**src/rtl/spi_mst_pkg.sv**
```systemverilog
// Package: shared types and the register address map of the SPI master.
// Assumes a 4-bit word address on the register bus.
package spi_mst_pkg;

    localparam logic [3:0] ADR_MODE   = 4'd0;
    localparam logic [3:0] ADR_FRAMES = 4'd1;
    localparam logic [3:0] ADR_BAUD   = 4'd2;
    localparam logic [3:0] ADR_RUN    = 4'd3;
    localparam logic [3:0] ADR_SELECT = 4'd4;
    localparam logic [3:0] ADR_STATUS = 4'd5;
    localparam logic [3:0] ADR_TXD    = 4'd6;
    localparam logic [3:0] ADR_RXD    = 4'd7;
    localparam logic [3:0] ADR_TXLVL  = 4'd8;
    localparam logic [3:0] ADR_RXLVL  = 4'd9;

    typedef enum logic [1:0] {
        XFER_DUPLEX = 2'd0,
        XFER_SEND   = 2'd1,
        XFER_RECV   = 2'd2,
        XFER_ALT    = 2'd3
    } xfer_mode_e;

    typedef enum logic [1:0] {
        ENG_IDLE = 2'd0,
        ENG_LOAD = 2'd1,
        ENG_RUN  = 2'd2
    } eng_state_e;

endpackage

```
**src/rtl/spi_fifo.sv**
```systemverilog
// Module: synchronous FIFO for SPI frames.
// Does: stores up to DEPTH words. A push while full and a pop while empty are dropped.
// Assumes: DEPTH is a power of two; the head word is shown combinationally.
module spi_fifo #(
    parameter int WIDTH = 8,
    parameter int DEPTH = 32
) (
    input  logic             clk,
    input  logic             rst_n,
    input  logic             push_i,
    input  logic [WIDTH-1:0] push_data_i,
    input  logic             pop_i,
    output logic [WIDTH-1:0] head_o,
    output logic             full_o,
    output logic             empty_o
);
    localparam int PTR_W = $clog2(DEPTH);
    localparam int CNT_W = PTR_W + 1;

    logic [WIDTH-1:0] mem [DEPTH];
    logic [PTR_W-1:0] wr_ptr, rd_ptr;
    logic [CNT_W-1:0] fill;
    logic             push_ok, pop_ok;

    assign full_o  = (fill == CNT_W'(DEPTH));
    assign empty_o = (fill == '0);
    assign push_ok = push_i && !full_o;
    assign pop_ok  = pop_i && !empty_o;
    assign head_o  = mem[rd_ptr];

    // Purpose: write the storage array on an accepted push.
    always_ff @(posedge clk) begin
        if (push_ok) mem[wr_ptr] <= push_data_i;
    end

    // Purpose: move the pointers and the fill level.
    always_ff @(posedge clk) begin
        if (!rst_n) begin
            wr_ptr <= '0;
            rd_ptr <= '0;
            fill   <= '0;
        end else begin
            if (push_ok) wr_ptr <= wr_ptr + 1'b1;
            if (pop_ok)  rd_ptr <= rd_ptr + 1'b1;
            if (push_ok && !pop_ok)      fill <= fill + 1'b1;
            else if (pop_ok && !push_ok) fill <= fill - 1'b1;
        end
    end

    // a push into a full FIFO without a pop leaves the level unchanged.
    assert_no_overflow_R10: assert property (@(posedge clk) disable iff (!rst_n)
        (push_i && full_o && !pop_i) |=> full_o);

    // the fill level never goes past the depth.
    assert_fill_bound_R10: assert property (@(posedge clk) disable iff (!rst_n)
        fill <= CNT_W'(DEPTH));

endmodule

```
**src/rtl/spi_shift_engine.sv**
```systemverilog
// Module: SPI mode-0 frame engine.
// Does: runs (last_idx_i + 1) frames of FRAME_W bits, MSB first. Each sclk phase lasts
//       half_i clocks. At a frame boundary it waits for transmit data or receive room.
// Assumes: configuration inputs stay stable while busy_o is high; half_i >= 1.
module spi_shift_engine
    import spi_mst_pkg::*;
#(
    parameter int FRAME_W = 8,
    parameter int CNT_W   = 16,
    parameter int DIV_W   = 16
) (
    input  logic               clk,
    input  logic               rst_n,
    input  logic               start_i,
    input  logic               abort_i,
    input  logic               use_tx_i,
    input  logic               use_rx_i,
    input  logic [CNT_W-1:0]   last_idx_i,
    input  logic [DIV_W-1:0]   half_i,
    input  logic               tx_empty_i,
    input  logic [FRAME_W-1:0] tx_data_i,
    output logic               tx_pop_o,
    input  logic               rx_full_i,
    output logic               rx_push_o,
    output logic [FRAME_W-1:0] rx_data_o,
    output logic               busy_o,
    output logic               sclk_o,
    output logic               mosi_o,
    input  logic               miso_i
);
    localparam int BIT_W = $clog2(FRAME_W);
    localparam logic [BIT_W-1:0] LAST_BIT = BIT_W'(FRAME_W - 1);

    eng_state_e         state;
    logic [CNT_W-1:0]   left;
    logic [DIV_W-1:0]   tick_cnt;
    logic [BIT_W-1:0]   bit_idx;
    logic [FRAME_W-1:0] tx_sh, rx_sh;
    logic               frame_ok, tick, frame_end;

    assign frame_ok  = (!use_tx_i || !tx_empty_i) && (!use_rx_i || !rx_full_i);
    assign tick      = (tick_cnt == half_i - DIV_W'(1));
    assign frame_end = (state == ENG_RUN) && tick && sclk_o && (bit_idx == LAST_BIT);

    assign tx_pop_o  = (state == ENG_LOAD) && frame_ok && use_tx_i && !abort_i;
    assign rx_push_o = frame_end && use_rx_i && !abort_i;
    assign rx_data_o = rx_sh;
    assign busy_o    = (state != ENG_IDLE);
    assign mosi_o    = (state == ENG_RUN) ? tx_sh[FRAME_W-1] : 1'b0;

    // Purpose: sequence frames, generate sclk and shift data in and out.
    always_ff @(posedge clk) begin
        if (!rst_n) begin
            state    <= ENG_IDLE;
            left     <= '0;
            tick_cnt <= '0;
            bit_idx  <= '0;
            tx_sh    <= '0;
            rx_sh    <= '0;
            sclk_o   <= 1'b0;
        end else if (abort_i) begin
            state  <= ENG_IDLE;
            sclk_o <= 1'b0;
        end else begin
            unique case (state)
                ENG_IDLE: begin
                    if (start_i) begin
                        state <= ENG_LOAD;
                        left  <= last_idx_i;
                    end
                end
                ENG_LOAD: begin
                    if (frame_ok) begin
                        tx_sh    <= use_tx_i ? tx_data_i : '0;
                        tick_cnt <= '0;
                        bit_idx  <= '0;
                        state    <= ENG_RUN;
                    end
                end
                ENG_RUN: begin
                    if (!tick) begin
                        tick_cnt <= tick_cnt + DIV_W'(1);
                    end else begin
                        tick_cnt <= '0;
                        if (!sclk_o) begin
                            sclk_o <= 1'b1;
                            rx_sh  <= {rx_sh[FRAME_W-2:0], miso_i};
                        end else begin
                            sclk_o <= 1'b0;
                            if (bit_idx == LAST_BIT) begin
                                if (left == '0) begin
                                    state <= ENG_IDLE;
                                end else begin
                                    left  <= left - CNT_W'(1);
                                    state <= ENG_LOAD;
                                end
                            end else begin
                                bit_idx <= bit_idx + BIT_W'(1);
                                tx_sh   <= {tx_sh[FRAME_W-2:0], 1'b0};
                            end
                        end
                    end
                end
                default: state <= ENG_IDLE;
            endcase
        end
    end

    // sclk idles low whenever the engine is not busy.
    assert_sclk_idle_low_R4: assert property (@(posedge clk) disable iff (!rst_n)
        !busy_o |-> !sclk_o);

    // mosi does not move while sclk stays high.
    assert_mosi_stable_high_R4: assert property (@(posedge clk) disable iff (!rst_n)
        (sclk_o && $past(sclk_o)) |-> (mosi_o == $past(mosi_o)));

    // nothing but zero goes out when the transmit side is unused.
    assert_recv_mosi_low_R7: assert property (@(posedge clk) disable iff (!rst_n)
        (busy_o && !use_tx_i) |-> !mosi_o);

    // no frame is stored when the receive side is unused.
    assert_send_no_store_R6: assert property (@(posedge clk) disable iff (!rst_n)
        !use_rx_i |-> !rx_push_o);

    // no clock edge while waiting at a frame boundary.
    assert_stall_quiet_R11: assert property (@(posedge clk) disable iff (!rst_n)
        (state == ENG_LOAD && !frame_ok && !abort_i) |=> !sclk_o);

endmodule

```
**src/rtl/spi_master_fifo.sv**
```systemverilog
// Module: register-programmed SPI master with transmit and receive FIFOs (top).
// Does: decodes the register bus, holds the configuration, drives chip select from a
//       software bit and connects both FIFOs to the frame engine.
// Assumes: one-cycle bus accesses; bus_rdata is valid in the access cycle.
module spi_master_fifo
    import spi_mst_pkg::*;
#(
    parameter int FRAME_W    = 8,
    parameter int FIFO_DEPTH = 32,
    parameter int CNT_W      = 16,
    parameter int DIV_W      = 16,
    parameter int BUS_W      = 16
) (
    input  logic             clk,
    input  logic             rst_n,
    input  logic             bus_en,
    input  logic             bus_we,
    input  logic [3:0]       bus_addr,
    input  logic [BUS_W-1:0] bus_wdata,
    output logic [BUS_W-1:0] bus_rdata,
    output logic             sclk,
    output logic             mosi,
    input  logic             miso,
    output logic             cs_n
);
    localparam int LVL_W = $clog2(FIFO_DEPTH);
    localparam logic [LVL_W-1:0] LVL_RESET = LVL_W'(FIFO_DEPTH / 2 - 1);

    xfer_mode_e         mode_q;
    logic [CNT_W-1:0]   frames_q;
    logic [DIV_W-1:0]   baud_q, half;
    logic               run_q, sel_q;
    logic [LVL_W-1:0]   tx_lvl_q, rx_lvl_q;
    logic               wr, rd, cfg_open, start, abort;
    logic               use_tx, use_rx;
    logic               tx_full, tx_empty, tx_pop, tx_push;
    logic               rx_full, rx_empty, rx_pop, rx_push;
    logic [FRAME_W-1:0] tx_head, rx_head, rx_word;
    logic               busy;

    assign wr       = bus_en && bus_we;
    assign rd       = bus_en && !bus_we;
    assign cfg_open = !run_q;
    assign start    = wr && (bus_addr == ADR_RUN) && bus_wdata[0] && !run_q;
    assign abort    = wr && (bus_addr == ADR_RUN) && !bus_wdata[0] && run_q;
    assign tx_push  = wr && (bus_addr == ADR_TXD);
    assign rx_pop   = rd && (bus_addr == ADR_RXD);
    assign use_tx   = (mode_q != XFER_RECV);
    assign use_rx   = (mode_q != XFER_SEND);
    assign half     = ((baud_q >> 1) == '0) ? DIV_W'(1) : (baud_q >> 1);
    assign cs_n     = !sel_q;

    // Purpose: hold the configuration, run and chip-select registers.
    always_ff @(posedge clk) begin
        if (!rst_n) begin
            mode_q   <= XFER_DUPLEX;
            frames_q <= '0;
            baud_q   <= DIV_W'(2);
            run_q    <= 1'b0;
            sel_q    <= 1'b0;
            tx_lvl_q <= LVL_RESET;
            rx_lvl_q <= LVL_RESET;
        end else if (wr) begin
            unique case (bus_addr)
                ADR_MODE:   if (cfg_open) mode_q <= xfer_mode_e'(bus_wdata[1:0]);
                ADR_FRAMES: if (cfg_open) frames_q <= bus_wdata[CNT_W-1:0];
                ADR_BAUD:   if (cfg_open) baud_q <= bus_wdata[DIV_W-1:0];
                ADR_RUN:    run_q <= bus_wdata[0];
                ADR_SELECT: sel_q <= bus_wdata[0];
                ADR_TXLVL:  tx_lvl_q <= bus_wdata[LVL_W-1:0];
                ADR_RXLVL:  rx_lvl_q <= bus_wdata[LVL_W-1:0];
                default:    ;
            endcase
        end
    end

    // Purpose: return register contents for the addressed read.
    always_comb begin
        bus_rdata = '0;
        unique case (bus_addr)
            ADR_MODE:   bus_rdata = BUS_W'(mode_q);
            ADR_FRAMES: bus_rdata = BUS_W'(frames_q);
            ADR_BAUD:   bus_rdata = BUS_W'(baud_q);
            ADR_RUN:    bus_rdata = BUS_W'(run_q);
            ADR_SELECT: bus_rdata = BUS_W'(sel_q);
            ADR_STATUS: bus_rdata = BUS_W'({rx_empty, tx_full, busy});
            ADR_RXD:    bus_rdata = BUS_W'(rx_head);
            ADR_TXLVL:  bus_rdata = BUS_W'(tx_lvl_q);
            ADR_RXLVL:  bus_rdata = BUS_W'(rx_lvl_q);
            default:    bus_rdata = '0;
        endcase
    end

    spi_fifo #(.WIDTH(FRAME_W), .DEPTH(FIFO_DEPTH)) u_tx_fifo (
        .clk         (clk),
        .rst_n       (rst_n),
        .push_i      (tx_push),
        .push_data_i (bus_wdata[FRAME_W-1:0]),
        .pop_i       (tx_pop),
        .head_o      (tx_head),
        .full_o      (tx_full),
        .empty_o     (tx_empty)
    );

    spi_fifo #(.WIDTH(FRAME_W), .DEPTH(FIFO_DEPTH)) u_rx_fifo (
        .clk         (clk),
        .rst_n       (rst_n),
        .push_i      (rx_push),
        .push_data_i (rx_word),
        .pop_i       (rx_pop),
        .head_o      (rx_head),
        .full_o      (rx_full),
        .empty_o     (rx_empty)
    );

    spi_shift_engine #(.FRAME_W(FRAME_W), .CNT_W(CNT_W), .DIV_W(DIV_W)) u_engine (
        .clk        (clk),
        .rst_n      (rst_n),
        .start_i    (start),
        .abort_i    (abort),
        .use_tx_i   (use_tx),
        .use_rx_i   (use_rx),
        .last_idx_i (frames_q),
        .half_i     (half),
        .tx_empty_i (tx_empty),
        .tx_data_i  (tx_head),
        .tx_pop_o   (tx_pop),
        .rx_full_i  (rx_full),
        .rx_push_o  (rx_push),
        .rx_data_o  (rx_word),
        .busy_o     (busy),
        .sclk_o     (sclk),
        .mosi_o     (mosi),
        .miso_i     (miso)
    );

    // frame count is frozen while the run bit is set.
    assert_cfg_locked_R8: assert property (@(posedge clk) disable iff (!rst_n)
        (run_q && wr && bus_addr == ADR_FRAMES) |=> (frames_q == $past(frames_q)));

    // an abort leaves the engine idle one cycle later.
    assert_abort_idle_R9: assert property (@(posedge clk) disable iff (!rst_n)
        abort |=> !busy);

    // chip select follows only the select register, not the engine.
    assert_cs_hold_R2: assert property (@(posedge clk) disable iff (!rst_n)
        !(wr && bus_addr == ADR_SELECT) |=> (cs_n == $past(cs_n)));

endmodule

```
**config.mk**
```make
export PLATFORM = sky130hd
export DESIGN_NAME = spi_master_fifo
export DESIGN_NICKNAME = d
export VERILOG_FILES = /design/src/rtl/spi_mst_pkg.sv /design/src/rtl/spi_fifo.sv /design/src/rtl/spi_shift_engine.sv /design/src/rtl/spi_master_fifo.sv
export SDC_FILE = /design/constraint.sdc
export NUM_CORES = 1
export LEC_CHECK = 0
export ABC_AREA = 1
export BUFFER_PORTS_ARGS = -buffer_cell sky130_fd_sc_hd__buf_4
export CORE_UTILIZATION = 50
export DETAILED_ROUTE_END_ITERATION = 6
export PLACE_DENSITY = 0.66
export SLEW_MARGIN = 20
export SYNTH_ARGS = -nofsm -noshare
export SYNTH_HDL_FRONTEND = slang
export SYNTH_HIERARCHICAL = 1
export SYNTH_SLANG_ARGS = --single-unit
export TNS_END_PERCENT = 20
```
**constraint.sdc**
```tcl
create_clock -name clk -period 4.15 [get_ports clk]
set_input_delay 0 -clock clk [delete_from_list [all_inputs] [get_ports clk]]
set_output_delay 0 -clock clk [all_outputs]
set_load 0.03 [all_outputs]
```
# Word-level counts from Yosys, hierarchy flattened
# Memory sizes are Yosys's and may differ from the RTL's. A register that Yosys moved wholly into a read port is not among the register bits.
# Index checks and enable logic that the tools add are counted.
dict set report op_classes {
  addsub 12
  n_eq_ne 24
  bitwise 4
  n_reduce_logical 68
  muxes 43
}
# operator n
set ops {}
lappend ops {{$pmux W16 S9} 1}
lappend ops {{$mux W16} 7}
lappend ops {{$pmux W16 S2} 2}
lappend ops {{$mux W8} 5}
lappend ops {{$logic_not A16 Y1} 2}
lappend ops {{$logic_and A1 B1 Y1} 26}
lappend ops {{$mux W6} 4}
lappend ops {{$add A5 B1 Y5 const B} 4}
lappend ops {{$mux W5} 4}
lappend ops {{$add A16 B1 Y16 const B} 1}
lappend ops {{$eq A16 B16 Y1} 1}
lappend ops {{$eq A4 B3 Y1 const B} 4}
lappend ops {{$pmux W8 S2} 1}
lappend ops {{$sub A15 B1 Y16 const B} 1}
lappend ops {{$sub A16 B1 Y16 const B} 1}
lappend ops {{$logic_not A1 Y1} 15}
lappend ops {{$mux W15} 1}
lappend ops {{$add A6 B1 Y6 const B} 2}
lappend ops {{$eq A6 B6 Y1 const B} 2}
lappend ops {{$logic_not A6 Y1} 2}
lappend ops {{$mux W3} 4}
lappend ops {{$reduce_and A3 Y1} 4}
lappend ops {{$sub A6 B1 Y6 const B} 2}
lappend ops {{$mux W2} 5}
lappend ops {{other kinds (23)} 50}
dict set report totals {
  ramBits 512
  regBits 132
  output_inout_bits 19
  elab_cells 173
  inputBits 25
  mem_count 2
}
# memory words word_bits rd rd_clocked_by_memory_dff wr line
set mem_list {}
lappend mem_list {u_rx_fifo.mem 32 8 1 1 1 spi_fifo.sv:20} ;# logic [WIDTH-1:0] mem [DEPTH];
lappend mem_list {u_tx_fifo.mem 32 8 1 1 1 spi_fifo.sv:20}

# Logic depth before layout (Yosys ltp)
# Gate-level depths: netlist (run 1).
dict set report depth {
  depth_word 14
  ltp_mapped 30
  mapped_depth_nobuf 30
}

# Cells and area by module
# The synthesis (run 1) kept the hierarchy.
# mod seq_area_each_um2 n_inst area_per_inst_um2 cells_each
set by_module_without_submodules {}
lappend by_module_without_submodules {spi_fifo 8107.8 2 11731.3 1053}
lappend by_module_without_submodules {spi_shift_engine 1081.0 1 3734.8 587}
lappend by_module_without_submodules {spi_master_fifo 920.9 1 2394.8 370}

# Least setup slack after synthesis (run 1)
# OpenSTA, ideal clock, no wires.
dict set report synth_timing {
  path_type {reg2reg}
  from {register baud_q[11]}
  to {register u_rx_fifo.fill[4]}
  setup_slack_ps 745
  setup_time_ps 115
  t_required_ps 4035
  stages_incl_launch_ff 28
  synth_period_minus_slack_ps 3405
  path_buffers 0
  t_arrival_ps 3290
  path_cell_list {dfxtp_1 -> inv_1 -> nand4_1 -> nor2_1 -> nand2_1 -> nand2_1 -> inv_1 -> ha_1 -> nand2_2 -> nor2_4 -> nand2_1 -> nand2_1 -> nand2_1 -> nor2_1 -> nand2_1 -> nor2_2 -> nand2_2 -> nor3_1 -> nand2_1 -> inv_1 -> ha_1 -> inv_1 -> ha_1 -> a21oi_1 -> o21ai_0 -> xor2_1 -> o21ai_0 -> inv_1}
}
dict set report synth_between {
  elab_chain_len 13
  word_cells_on_any_way 15
  cone_classes {1 x add/sub; 1 x eq/ne; 2 x mux; 11 x reduce/logical}
}
# item line
set synth_lines {}
lappend synth_lines {{start, declared} spi_master_fifo.sv:31} ;# logic [DIV_W-1:0] baud_q, half;
lappend synth_lines {{start signal, assigned} spi_master_fifo.sv:67} ;# ADR_BAUD: if (cfg_open) baud_q <= bus_wdata[DIV_W-1:0];
lappend synth_lines {{$logic_not A16 Y1 (*)} spi_master_fifo.sv:50} ;# assign half = ((baud_q >> 1) == '0) ? DIV_W'(1) : (baud_q >> 1);
lappend synth_lines {{$mux W15 (*)} spi_master_fifo.sv:50}
lappend synth_lines {{via half[0]} spi_master_fifo.sv:31}
lappend synth_lines {{$sub A15 B1 Y16 (*)} spi_shift_engine.sv:42} ;# assign tick = (tick_cnt == half_i - DIV_W'(1));
lappend synth_lines {{$eq A16 B16 Y1 (*)} spi_shift_engine.sv:42}
lappend synth_lines {{$logic_and A1 B1 Y1 (*) (3 in series)} spi_shift_engine.sv:43} ;# assign frame_end = (state == ENG_RUN) && tick && sclk_o && (bit_idx == LAST_BIT);
lappend synth_lines {{$logic_and A1 B1 Y1 (*) (2 in series)} spi_shift_engine.sv:46} ;# assign rx_push_o = frame_end && use_rx_i && !abort_i;
lappend synth_lines {{via rx_push} spi_master_fifo.sv:37} ;# logic rx_full, rx_empty, rx_pop, rx_push;
lappend synth_lines {{$logic_and A1 B1 Y1 (*)} spi_fifo.sv:27} ;# assign push_ok = push_i && !full_o;
lappend synth_lines {{via u_rx_fifo.push_ok} spi_fifo.sv:23} ;# logic push_ok, pop_ok;
lappend synth_lines {{$logic_not A1 Y1} spi_fifo.sv:46} ;# else if (pop_ok && !push_ok) fill <= fill - 1'b1;
lappend synth_lines {{$logic_and A1 B1 Y1} spi_fifo.sv:46}
lappend synth_lines {{$reduce_bool A2 Y1 (no source line)} -}
lappend synth_lines {{end signal, assigned} spi_fifo.sv:45} ;# if (push_ok && !pop_ok) fill <= fill + 1'b1;
lappend synth_lines {{end signal, assigned} spi_fifo.sv:46}
lappend synth_lines {{end, declared} spi_fifo.sv:22} ;# logic [CNT_W-1:0] fill;
# Mark *: on every way through the listed nets, which the timed path passes. The rest lies on a longest branch.
# A chain may end at the register's enable or synchronous reset.

# Final worst setup path (run 1)
dict set report layout_timing {
  from {register baud_q[8]}
  to {register u_rx_fifo.fill[4]}
}
# Same word-level chain as after synthesis.

==> results.yml, run 1 <==
power:
  vdd_drop_max_mv: 0.332
  power.total_mw: 14.3
  cellLeakagePower_nw: 12.8
  p_per_area_mw_per_mm2: 434
global_route:
  met1_usage_pct: 33.8
  grt_antenna_before_repair: 0
  use_met2_pct: 40.5
  grt_first_pass_wirelength_um: 116000
  grt_use_met3_pct: 3.16
  grt.busiest_layer: "met2"
  gr-total-overflow: 0
  grt_start_max_net_pins: 78
  track_usage_pct: 24.7
  grt_pass1_vias: 21100
clock_network:
  cts_tree: "done"
  htreeDepth: 3
  numCtsBuffers: 69
  cts-root-buf: "clkbuf_16"
  clk_pin_slew_worst_paths_ps: 60
  clock_latency_ps: 620
  clockBufferDepth: 3
  post_cts_buffers: 0
  cts.sinks: 654
yosys:
  synth_top_area_cell: "edfxtp_1"
  ys_warn_count: 6
  syn_inst: 3063
  async_reset_ff_share_pct: 0
  synth_seq_area_share_pct: 61.6
  synth_area_leaders: "edfxtp_1, nand2_1, dfxtp_1"
  synth_area_mm2: 0.0296
  synth_fp_nets: 3121
  syn-mean-instance-area_um2: 9.66
  yosys.area.top_type_share_pct: 52.0
  synth_cell_types: 49
  synth_edf_count: 512
  ys_ff_latch: 654
  synth_flop_cell: "edfxtp_1"
place:
  gp_congestion: 0.905
  placedCellCount: 3782
  place_ws_ps: 120
  detailed_place_hpwl_um: 45400
  dpl_cell_area_mm2: 0.0304
  port_buffers: 43
timing:
  drv_slew: 0
  tightest_slew_ps: 1090
  hold_ws_ps: 47.0
  period_share_pct: 90.1
  finClkSkew_ps: 19.6
  worst_slack_ps: 413
  finalSetupViolCount: 0
  fmax_ghz: 0.268
  slew_headroom_pct: 27.0
  hold_viol_final: 0
  rsz0062_at_grt: "no"
  finalSetupTns_ps: 0
  layout_min_cycle_time_ps: 3740
final_layout:
  layout-drive-gt1-share_pct: 9.38
  area_growth_pct: 11.2
  stdcell_area_mm2: 0.0329
  final_cells: 3931
  nets: 3172
  antenna-diode-count: 0
  fin_util_pct: 56.6
die:
  rows: 88
  core_mm2: 0.0581
  io_pins: 44
  die_y_um: 245
  dieArea_mm2: 0.0602
  die_width_um: 245
  initial_utilization_pct: 50.9
setup_path:
  timing.rr.end: "u_rx_fifo/fill[4]"
  r2r_start: "baud_q[8]"
  crit_type: "reg -> reg"
  cpMostUsedCell: "nand2_1"
  worstPathMaxFanout: 7
  critPathArrivalTime_ps: 4240
  setup.worst_path.start: "baud_q[8]"
  worst_ep_required_time_ps: 4660
  worst_setup_path_start_kind: "flop"
  end_kind: "flop"
  r2r_slack_ps: 410
  crit_cells: 27
  crit_slowest_cell: "dfxtp_2"
  reg2reg_depth: 27
  crit_path_max_incr_delay_ps: 390
  endpoint: "u_rx_fifo/fill[4]"
  critPathTopFamily: "simple AND/OR/NAND/NOR gates"
  crit_buf_inv: 5
detailed_routing:
  first_pass_iters: 6
  vias: 21800
  vias_per_cell: 5.54
  drt_iter0_drc: 1959
  ant_nets: 0
  drc: 0
  totalWireLength_um: 73600
  post_drt_wl_per_cell_um: 18.7
outcome:
  status: "complete, no violations"
flow_run:
  drv_cap: 0
hold_path:
  min_path_type: "in -> reg"
==> worst min path at each step <==
stage | depth (start not counted) | endpoint | startpoint | slack, ps
2_1_floorplan | 0 | u_tx_fifo/mem[0][0] | bus_wdata[0] | 100
3_3_place_gp | 3 | u_engine/rx_data_o[0] | miso | 220
3_5_place_dp | 3 | u_engine/rx_data_o[0] | miso | 230
4_1_cts | 6 | u_rx_fifo/rd_ptr[2] | bus_en | 20
5_1_grt | 2 | u_tx_fifo/mem[31][0] | bus_wdata[0] | 50
6_report | 2 | u_tx_fifo/mem[31][0] | bus_wdata[0] | 50
==> power breakdown <==
group | internal (mW) | leakage [nW] | total [mW] | switching, mW
logic | 0.333 | 5.88 | 0.986 | 0.653
registers | 7.10 | 5.83 | 7.19 | 0.0855
clock network | 3.54 | 1.08 | 6.10 | 2.57
total | 11.0 | 12.8 | 14.3 | 3.30
==> registers in the layout, indices dropped and copies added, names as in the netlist, 6 cells and up, named ones only <==
register,cells
u_rx_fifo/fill,6
u_rx_fifo/mem,256
u_engine/rx_data_o,8
u_engine/tick_cnt,16
frames_q,16
u_engine/tx_sh,8
u_tx_fifo/mem,256
u_tx_fifo/fill,6
u_engine/left,16
baud_q,16
==> cell type report <==
type,instances,area [um^2]
Fill cell,5045,25200
Sequential cell,654,18300
Multi-Input combinational cell,2080,9680
Clock buffer,89,1830
Timing Repair Buffer,141,1160
Tap cell,765,957
Inverter,168,643
Clock inverter,34,388
==> cell usage after synthesis, types with 5 or more instances <==
master	number
clkinv_1	8
nand2_2	5
o21ai_0	76
inv_2	6
dfxtp_1	142
nand2_4	6
o21ai_1	10
buf_2	43
mux2i_1	5
xnor2_1	17
a21oi_1	60
a22oi_1	7
nor2_2	5
ha_1	31
edfxtp_1	512
nand2_1	1002
buf_4	12
xor2_1	25
inv_1	152
nor2_1	215
buf_6	55
nor3_1	75
nor2_4	5
clkbuf_1	45
nand4_1	18
nand3_1	489
==> timing repair <==
item,in CTS,in global routing
hold buffers,26,0
hold endpoints to repair,300,0
gates resized for setup,0,17
endpoints found under the setup margin,0,4
==> cells by family after synthesis <==
family / synth area share, %
mux: 0.169
other cells: 0.0127
fa+ha+maj: 1.45
buf+inv: 6.05
xor+xnor: 1.24
flops: 61.6
simple gates: 26.6
compound gates: 2.96
==> cells in the final DEF (no fill, tap or decap), drive strengths merged, types with 3 or more instances in the layout <==
cell         instances
nand2             1014
edfxtp             512
nand3              491
nor2               227
inv                163
dfxtp              142
buf                115
clkbuf              89
o21ai               86
nor3                76
a21oi               60
ha                  31
clkinv              31
dlygate4sd3         26
xor2                25
nand4               19
xnor2               17
a22oi                7
bufinv               6
mux2i                5
o211ai               3
or2                  3
==> layer usage <==
| metal | vias to the layer above | part of all wire [%] |
|---|---|---|
| met1 | 10400 | 43 |
| met5 | - | 0 |
| met3 | 151 | 6.5 |
| li1 | 10400 | - |
| met2 | 820 | 48 |
| met4 | 0 | 2.7 |
==> worst reg2reg max path, stage by stage (launching register included) <==
cell,delay (ps)
dfxtp_2,390
inv_1,70
nand4_1,100
nor2_1,50
nand2_1,50
nand2_1,70
inv_2,120
ha_2,230
nand2_2,110
nor2_4,160
nand2_1,70
nand2_1,70
nand2_1,40
nor2_1,100
nand2_1,70
nor2_2,150
nand2_2,110
nor3_2,130
nand2_1,120
inv_1,150
ha_2,240
inv_1,120
ha_1,350
a21oi_1,130
o21ai_0,110
xor2_1,150
o21ai_1,130
inv_1,50
Power figures use the tool's default switching activity.
==> inputs of run 2 (changes only) <==
--- a/config.mk
+++ b/config.mk
@@ -5,7 +5,6 @@
 export SDC_FILE = /design/constraint.sdc
 export NUM_CORES = 1
 export LEC_CHECK = 0
-export ABC_AREA = 1
 export BUFFER_PORTS_ARGS = -buffer_cell sky130_fd_sc_hd__buf_4
 export CORE_UTILIZATION = 50
 export DETAILED_ROUTE_END_ITERATION = 6
==> results.yml, run 2 <==
final_layout:
  final_cells: 2881
  area_growth_pct: 14.7
  final_cell_mix: "edfxtp_1, mux2i_1, buf_4, nor2_1, dfxtp_1"
  top_regs: "u_rx_fifo/mem: 256 flops, u_tx_fifo/mem: 256 flops"
  layout-drive-gt1-share_pct: 18.5
  nets: 2138
  final_common_cell: "edfxtp_1"
power:
  p_per_area_mw_per_mm2: 422
  vdd_drop_max_mv: 0.355
  p_sw_share_pct: 20.7
  cellLeakagePower_nw: 10.9
  seqPwrFrac_pct: 51.9
  switching_power_mw: 2.83
  pwr-share-clk_pct: 44.7
  internal_power_mw: 10.8
  power_frac_comb_pct: 3.4
yosys:
  syn-mean-instance-area_um2: 14.4
  synth_area_mm2: 0.0282
  yosys.area.top_type_share_pct: 54.4
  synth.most_common_cell: "edfxtp_1"
  synth_seq_area_share_pct: 64.5
  synth_cell_types: 93
  synth_flop_cell: "edfxtp_1"
  synth_top_area_cell: "edfxtp_1"
  synth_area_leaders: "edfxtp_1, dfxtp_1, mux2i_1"
  syn_inst: 1957
  ys_warn_count: 6
  ys_ff_latch: 654
  synth_fp_nets: 2015
  synth_edf_count: 512
  synth_common_cells: "edfxtp_1, mux2i_1, dfxtp_1"
  async_reset_ff_share_pct: 0
timing:
  slew_headroom_pct: 21.2
  drv_slew: 0
  finClkSkew_ps: 33.0
  rsz0062_at_grt: "yes"
  hold_viol_final: 0
  period_share_pct: 98.3
  finalSetupViolCount: 0
  hold_ws_ps: 99.7
  tightest_slew_ps: 1150
  layout_min_cycle_time_ps: 4080
  fmax_ghz: 0.245
place:
  detailed_place_hpwl_um: 41100
  placedCellCount: 2717
  gp_congestion: 0.893
  port_buffers: 43
global_route:
  met1_usage_pct: 32.0
  grt.busiest_layer: "met2"
  grt_antenna_before_repair: 0
  use_met2_pct: 36.2
  grt_use_met3_pct: 3.07
  track_usage_pct: 22.7
  grt_pass1_vias: 16800
  grt_first_pass_wirelength_um: 98800
  gr-total-overflow: 0
  grt_start_max_net_pins: 83
setup_path:
  worstPathMaxFanout: 7
  cpMostUsedCell: "ha_4"
  critPathTopFamily: "simple AND/OR/NAND/NOR gates"
  setup.worst_path.start: "baud_q[5]"
  timing.rr.end: "u_rx_fifo/fill[3]"
  reg2reg_depth: 19
  worst_setup_path_start_kind: "flop"
  crit_path_max_incr_delay_ps: 390
  crit_slowest_cell: "or3b_4"
  end_kind: "flop"
  r2r_start: "baud_q[5]"
  crit_buf_inv: 3
  worst_ep_required_time_ps: 4700
  crit_type: "reg -> reg"
  r2r_slack_ps: 70
  crit_chain: "nor4_4 -> a41o_1 -> inv_2 -> ha_4 -> or3b_4 -> a21o_1 -> a2111oi_4 -> and4_1 -> nand4b_1 -> nor4_4 -> o31ai_4 -> inv_2 -> ha_4 -> inv_6 -> ha_4 -> and3_4 -> o21a_1 -> o31ai_1 -> and2_1"
  critPathArrivalTime_ps: 4620
clock_network:
  clock_latency_ps: 610
  cts.sinks: 654
  htreeDepth: 3
  cts-root-buf: "clkbuf_16"
  clk_pin_slew_worst_paths_ps: 60
  numCtsBuffers: 67
  cts_tree: "done"
  clockBufferDepth: 3
detailed_routing:
  totalWireLength_um: 64200
  drt_iter0_drc: 1523
  vias_per_cell: 5.96
  drc: 0
  post_drt_wl_per_cell_um: 22.3
  first_pass_iters: 5
  ant_nets: 0
  vias: 17200
die:
  io_pins: 44
  dieArea_mm2: 0.0574
  initial_utilization_pct: 51.0
  die_y_um: 240
  die_width_um: 240
  rows: 86
  core_mm2: 0.0554
hold_path:
  min_to: "run_q"
  min_path_type: "in -> reg"
  hold_depth: 4
  hold_path_startpoint: "bus_addr[3]"
flow_run:
  drv_cap: 0
outcome:
  status: "complete, no violations"
## run 2: cell count changes after synthesis, sizes merged, moves of 65 or more
cell   previous run  this run
nand3           491        85
buf             116        51
o21ai            86        20
inv             159        37
mux2i             5       188
nand2          1014        76
a22oi             7        78
nor2            227       142
## run 2: final cells by class
type                            instances  area (um^2)
Antenna cell                            1         2.50
Timing Repair Buffer                  176         1410
Multi-Input combinational cell       1143         9430
Fill cell                            4287        23000
Clock buffer                           81         1800
Sequential cell                       654        18200
Clock inverter                         40          437
Inverter                               38          148
Tap cell                              748          936
## run 2: tightest hold or removal path: stages
cell and delay, ps:
buf_4 240, or4_1 220, mux2i_1 90, nor2b_1 100
## run 2: layer usage
| layer | vias to the layer above | routed length (um) |
|---|---|---|
| met4 | 0 | 1670 |
| met1 | 8624 | 28500 |
| met5 | - | 0 |
| met3 | 106 | 3490 |
| li1 | 7850 | - |
| met2 | 587 | 30600 |
## run 2: repair_timing
action | in CTS | in global routing
endpoints found under the hold margin | 291 | 0
hold buffers | 23 | 0
gates resized for setup | 6 | 21
pin swaps | 5 | 10
buffers inserted | 13 | 6
endpoints found under the setup margin | 3 | 159
## run 2: worst max path at each step
stage / end / slack [ps] / cells after the start
final: u_rx_fifo/fill[3] / 70 / 19
after detailed placement: u_rx_fifo/fill[3] / -180 / 19
after global placement: u_rx_fifo/fill[4] / -10 / 19
after floorplan: u_rx_fifo/fill[4] / 20 / 19
after global routing: u_rx_fifo/fill[3] / -50 / 19
after CTS: u_rx_fifo/fill[3] / 2 / 19
## run 2: power by group through the flow
stage	combinational (mW)	clock, mW	sequential, mW
finish	0.463	6.11	7.09
global route	0.510	6.46	7.09
global placement	0.413	0	7.22
CTS	0.456	6.23	7.09
detailed placement	0.421	0	7.22
floorplan	0.264	0	7.22
## run 2: cells by family (layout without fill, tap and decap cells)
family	count (synthesis)	after routing	share of synthesized area (%)
multiplexers	256	256	11.9
buffers and inverters	160	335	2.70
adder cells (fa/ha/maj)	33	33	1.52
AO/OA/AOI/OAI	278	278	7.67
AND/OR/NAND/NOR	524	524	10.1
flip-flops	654	654	64.5
other	1	2	0.0133
XOR/XNOR	51	51	1.58
## run 2: per-stage QoR
stage          setup WS [ps]  setup TNS [ps]  util (%)  instance area, um^2  power (mW)
2_1_floorplan           23.8               0         -                28300        7.48
4_1_cts                 2.50               0      58.2                32200        13.8
3_5_place_dp            -177            -481      53.5                29600        7.65
3_3_place_gp           -10.7           -10.7      53.5                29600        7.64
5_1_grt                -54.0            -135      58.5                32400        14.1
6_report                71.9               0      58.5                32400        13.7
==> inputs of run 3 (changes only) <==
--- a/config.mk
+++ b/config.mk
@@ -8,6 +8,7 @@
 export BUFFER_PORTS_ARGS = -buffer_cell sky130_fd_sc_hd__buf_4
 export CORE_UTILIZATION = 50
 export DETAILED_ROUTE_END_ITERATION = 6
+export GPL_TIMING_DRIVEN = 0
 export PLACE_DENSITY = 0.66
 export SLEW_MARGIN = 20
 export SYNTH_ARGS = -nofsm -noshare
==> results.yml, run 3 (same netlist as run 2, synthesis figures left out) <==
setup_path:
  critPathArrivalTime_ps: 4760
  end_kind: "flop"
  endpoint: "u_rx_fifo/fill[5]"
  worst_setup_path_start_kind: "flop"
  crit_slowest_cell: "or4_1"
  crit_chain: "nor4_2 -> a41o_2 -> inv_2 -> ha_4 -> or3b_4 -> a21o_1 -> a2111oi_4 -> and4_1 -> nand4b_1 -> nor4_4 -> buf_4 -> o31ai_4 -> inv_2 -> ha_4 -> inv_6 -> ha_2 -> or4_1 -> a21oi_2 -> nand4b_1"
  worstPathMaxFanout: 6
  reg2reg_depth: 19
  timing.rr.end: "u_rx_fifo/fill[5]"
  crit_type: "reg -> reg"
  setup.worst_path.start: "baud_q[13]"
  worst_ep_required_time_ps: 4680
  crit_path_max_incr_delay_ps: 490
  r2r_slack_ps: -80
  r2r_start: "baud_q[13]"
clock_network:
  numCtsBuffers: 69
  clk_pin_slew_worst_paths_ps: 60
  cts.sinks: 654
  clock_latency_ps: 610
  cts_tree: "done"
  clockBufferDepth: 3
  cts-root-buf: "clkbuf_16"
  htreeDepth: 3
final_layout:
  stdcell_area_mm2: 0.0327
  final_cell_mix: "edfxtp_1, mux2i_1, dfxtp_1, nor2_1"
  layout-drive-gt1-share_pct: 18.9
  antenna-diode-count: 0
  nets: 2177
  fin_util_pct: 59.1
  fill_cells: 4244
  area_growth_pct: 15.9
  final_common_cell: "edfxtp_1"
  top_regs: "u_rx_fifo/mem: 256 flops, u_tx_fifo/mem: 256 flops"
timing:
  tightest_slew_ps: 989
  finalSetupTns_ps: -157
  slew_headroom_pct: 34.0
  finClkSkew_ps: 28.0
  worst_slack_ps: -75.4
  layout_min_cycle_time_ps: 4230
  finalSetupViolCount: 3
  hold_viol_final: 0
  period_share_pct: 102
  rsz0062_at_grt: "yes"
  fmax_ghz: 0.237
  hold_ws_ps: 67.9
  drv_slew: 0
detailed_routing:
  vias_per_cell: 5.93
  vias: 17300
  drt_iter0_drc: 1447
  totalWireLength_um: 66900
  ant_nets: 0
  post_drt_wl_per_cell_um: 22.9
  drc: 0
  first_pass_iters: 5
die:
  die_width_um: 240
  rows: 86
  initial_utilization_pct: 51.0
  io_pins: 44
  die_y_um: 240
  dieArea_mm2: 0.0574
  core_mm2: 0.0554
global_route:
  track_usage_pct: 23.6
  gr-total-overflow: 0
  grt_pass1_vias: 17200
  grt_antenna_before_repair: 0
  grt_start_max_net_pins: 38
  grt_first_pass_wirelength_um: 102000
place:
  gp_congestion: 0.914
  dpl_cell_area_mm2: 0.0296
  place_ws_ps: -891
  detailed_place_hpwl_um: 43900
  port_buffers: 42
power:
  cellLeakagePower_nw: 10.9
  p_per_area_mw_per_mm2: 423
  vdd_drop_max_mv: 0.346
outcome:
  status: "finished, violations left"
  violations: "setup timing"
flow_run:
  drv_cap: 0
hold_path:
  min_path_type: "in -> reg"
-- run 3: cell count changes in the layout (fill, tap and decap cells not counted), moves of 6 or more --
cell / before / now
buf_1: 0 / 9
nor2_1: 139 / 109
buf_6: 0 / 11
buf_2: 0 / 24
dfxtp_2: 7 / 14
nor2_2: 3 / 9
clkinv_1: 12 / 5
dfxtp_1: 133 / 120
dfxtp_4: 2 / 8
clkbuf_1: 10 / 85
nor2_4: 0 / 24
buf_4: 151 / 71
-- run 3: how the worst min path moves through the flow --
stage | from | cells after the start | end | slack (ps)
global route | bus_addr[3] | 6 | mode_q[0] | 90
global placement | bus_wdata[15] | 3 | frames_q[15] | 270
detailed placement | bus_wdata[15] | 3 | frames_q[15] | 280
CTS | bus_addr[3] | 5 | run_q | 40
floorplan | bus_wdata[0] | 0 | u_tx_fifo/mem[0][0] | 100
finish | bus_addr[3] | 5 | run_q | 70
-- run 3: report_power, final --
part	leakage (nW)	switching [mW]	internal (mW)	total [mW]
Combinational	3.63	0.318	0.158	0.476
Clock	1.14	2.57	3.71	6.28
Sequential	6.12	0.0317	7.05	7.08
Total	10.9	2.92	10.9	13.8
-- run 3: final cells by class --
class / count / area [um^2] / share of cell area, %
buffer: 122 / 621 / 1.90
multi-input combinational: 1143 / 9680 / 29.6
sequential: 654 / 18300 / 55.8
timing repair buffer: 91 / 752 / 2.30
tap: 748 / 936 / 2.86
inverter: 38 / 148 / 0.451
clock buffer: 90 / 1900 / 5.81
clock inverter: 35 / 435 / 1.33
-- run 3: timing repair --
item                                   in CTS  in global routing
hold buffers                               25                  0
pin swaps                                  14                  7
buffers inserted                           21                  2
endpoints found under the hold margin     314                  0
gates resized for setup                    60                 54
setup endpoints to repair                 275                280
-- run 3: routing by layer --
layer | up-vias | routed length, um | global-route usage, %
met2 | 574 | 31800 | 38.2
met3 | 124 | 3800 | 3.45
met5 | - | 0 | 0
li1 | 7941 | - | -
met1 | 8677 | 29500 | 32.7
met4 | 0 | 1810 | 7.98
-- run 3: worst max-delay path: cells and delay by family (launching register included) --
kind                       cells  cell delay [ps]
adders and majority gates      3              520
AOI/OAI and AO/OA              5             1080
and+or+nand+nor                7             1750
DFF                            1              360
buffers and inverters          4              420
-- run 3: through the flow --
stage          power, mW  std cells
2_1_floorplan       7.48       1957
3_3_place_gp        7.65       2747
3_5_place_dp        7.66       2748
4_1_cts             13.9       2919
5_1_grt             14.3       2921
6_report            13.8       2921
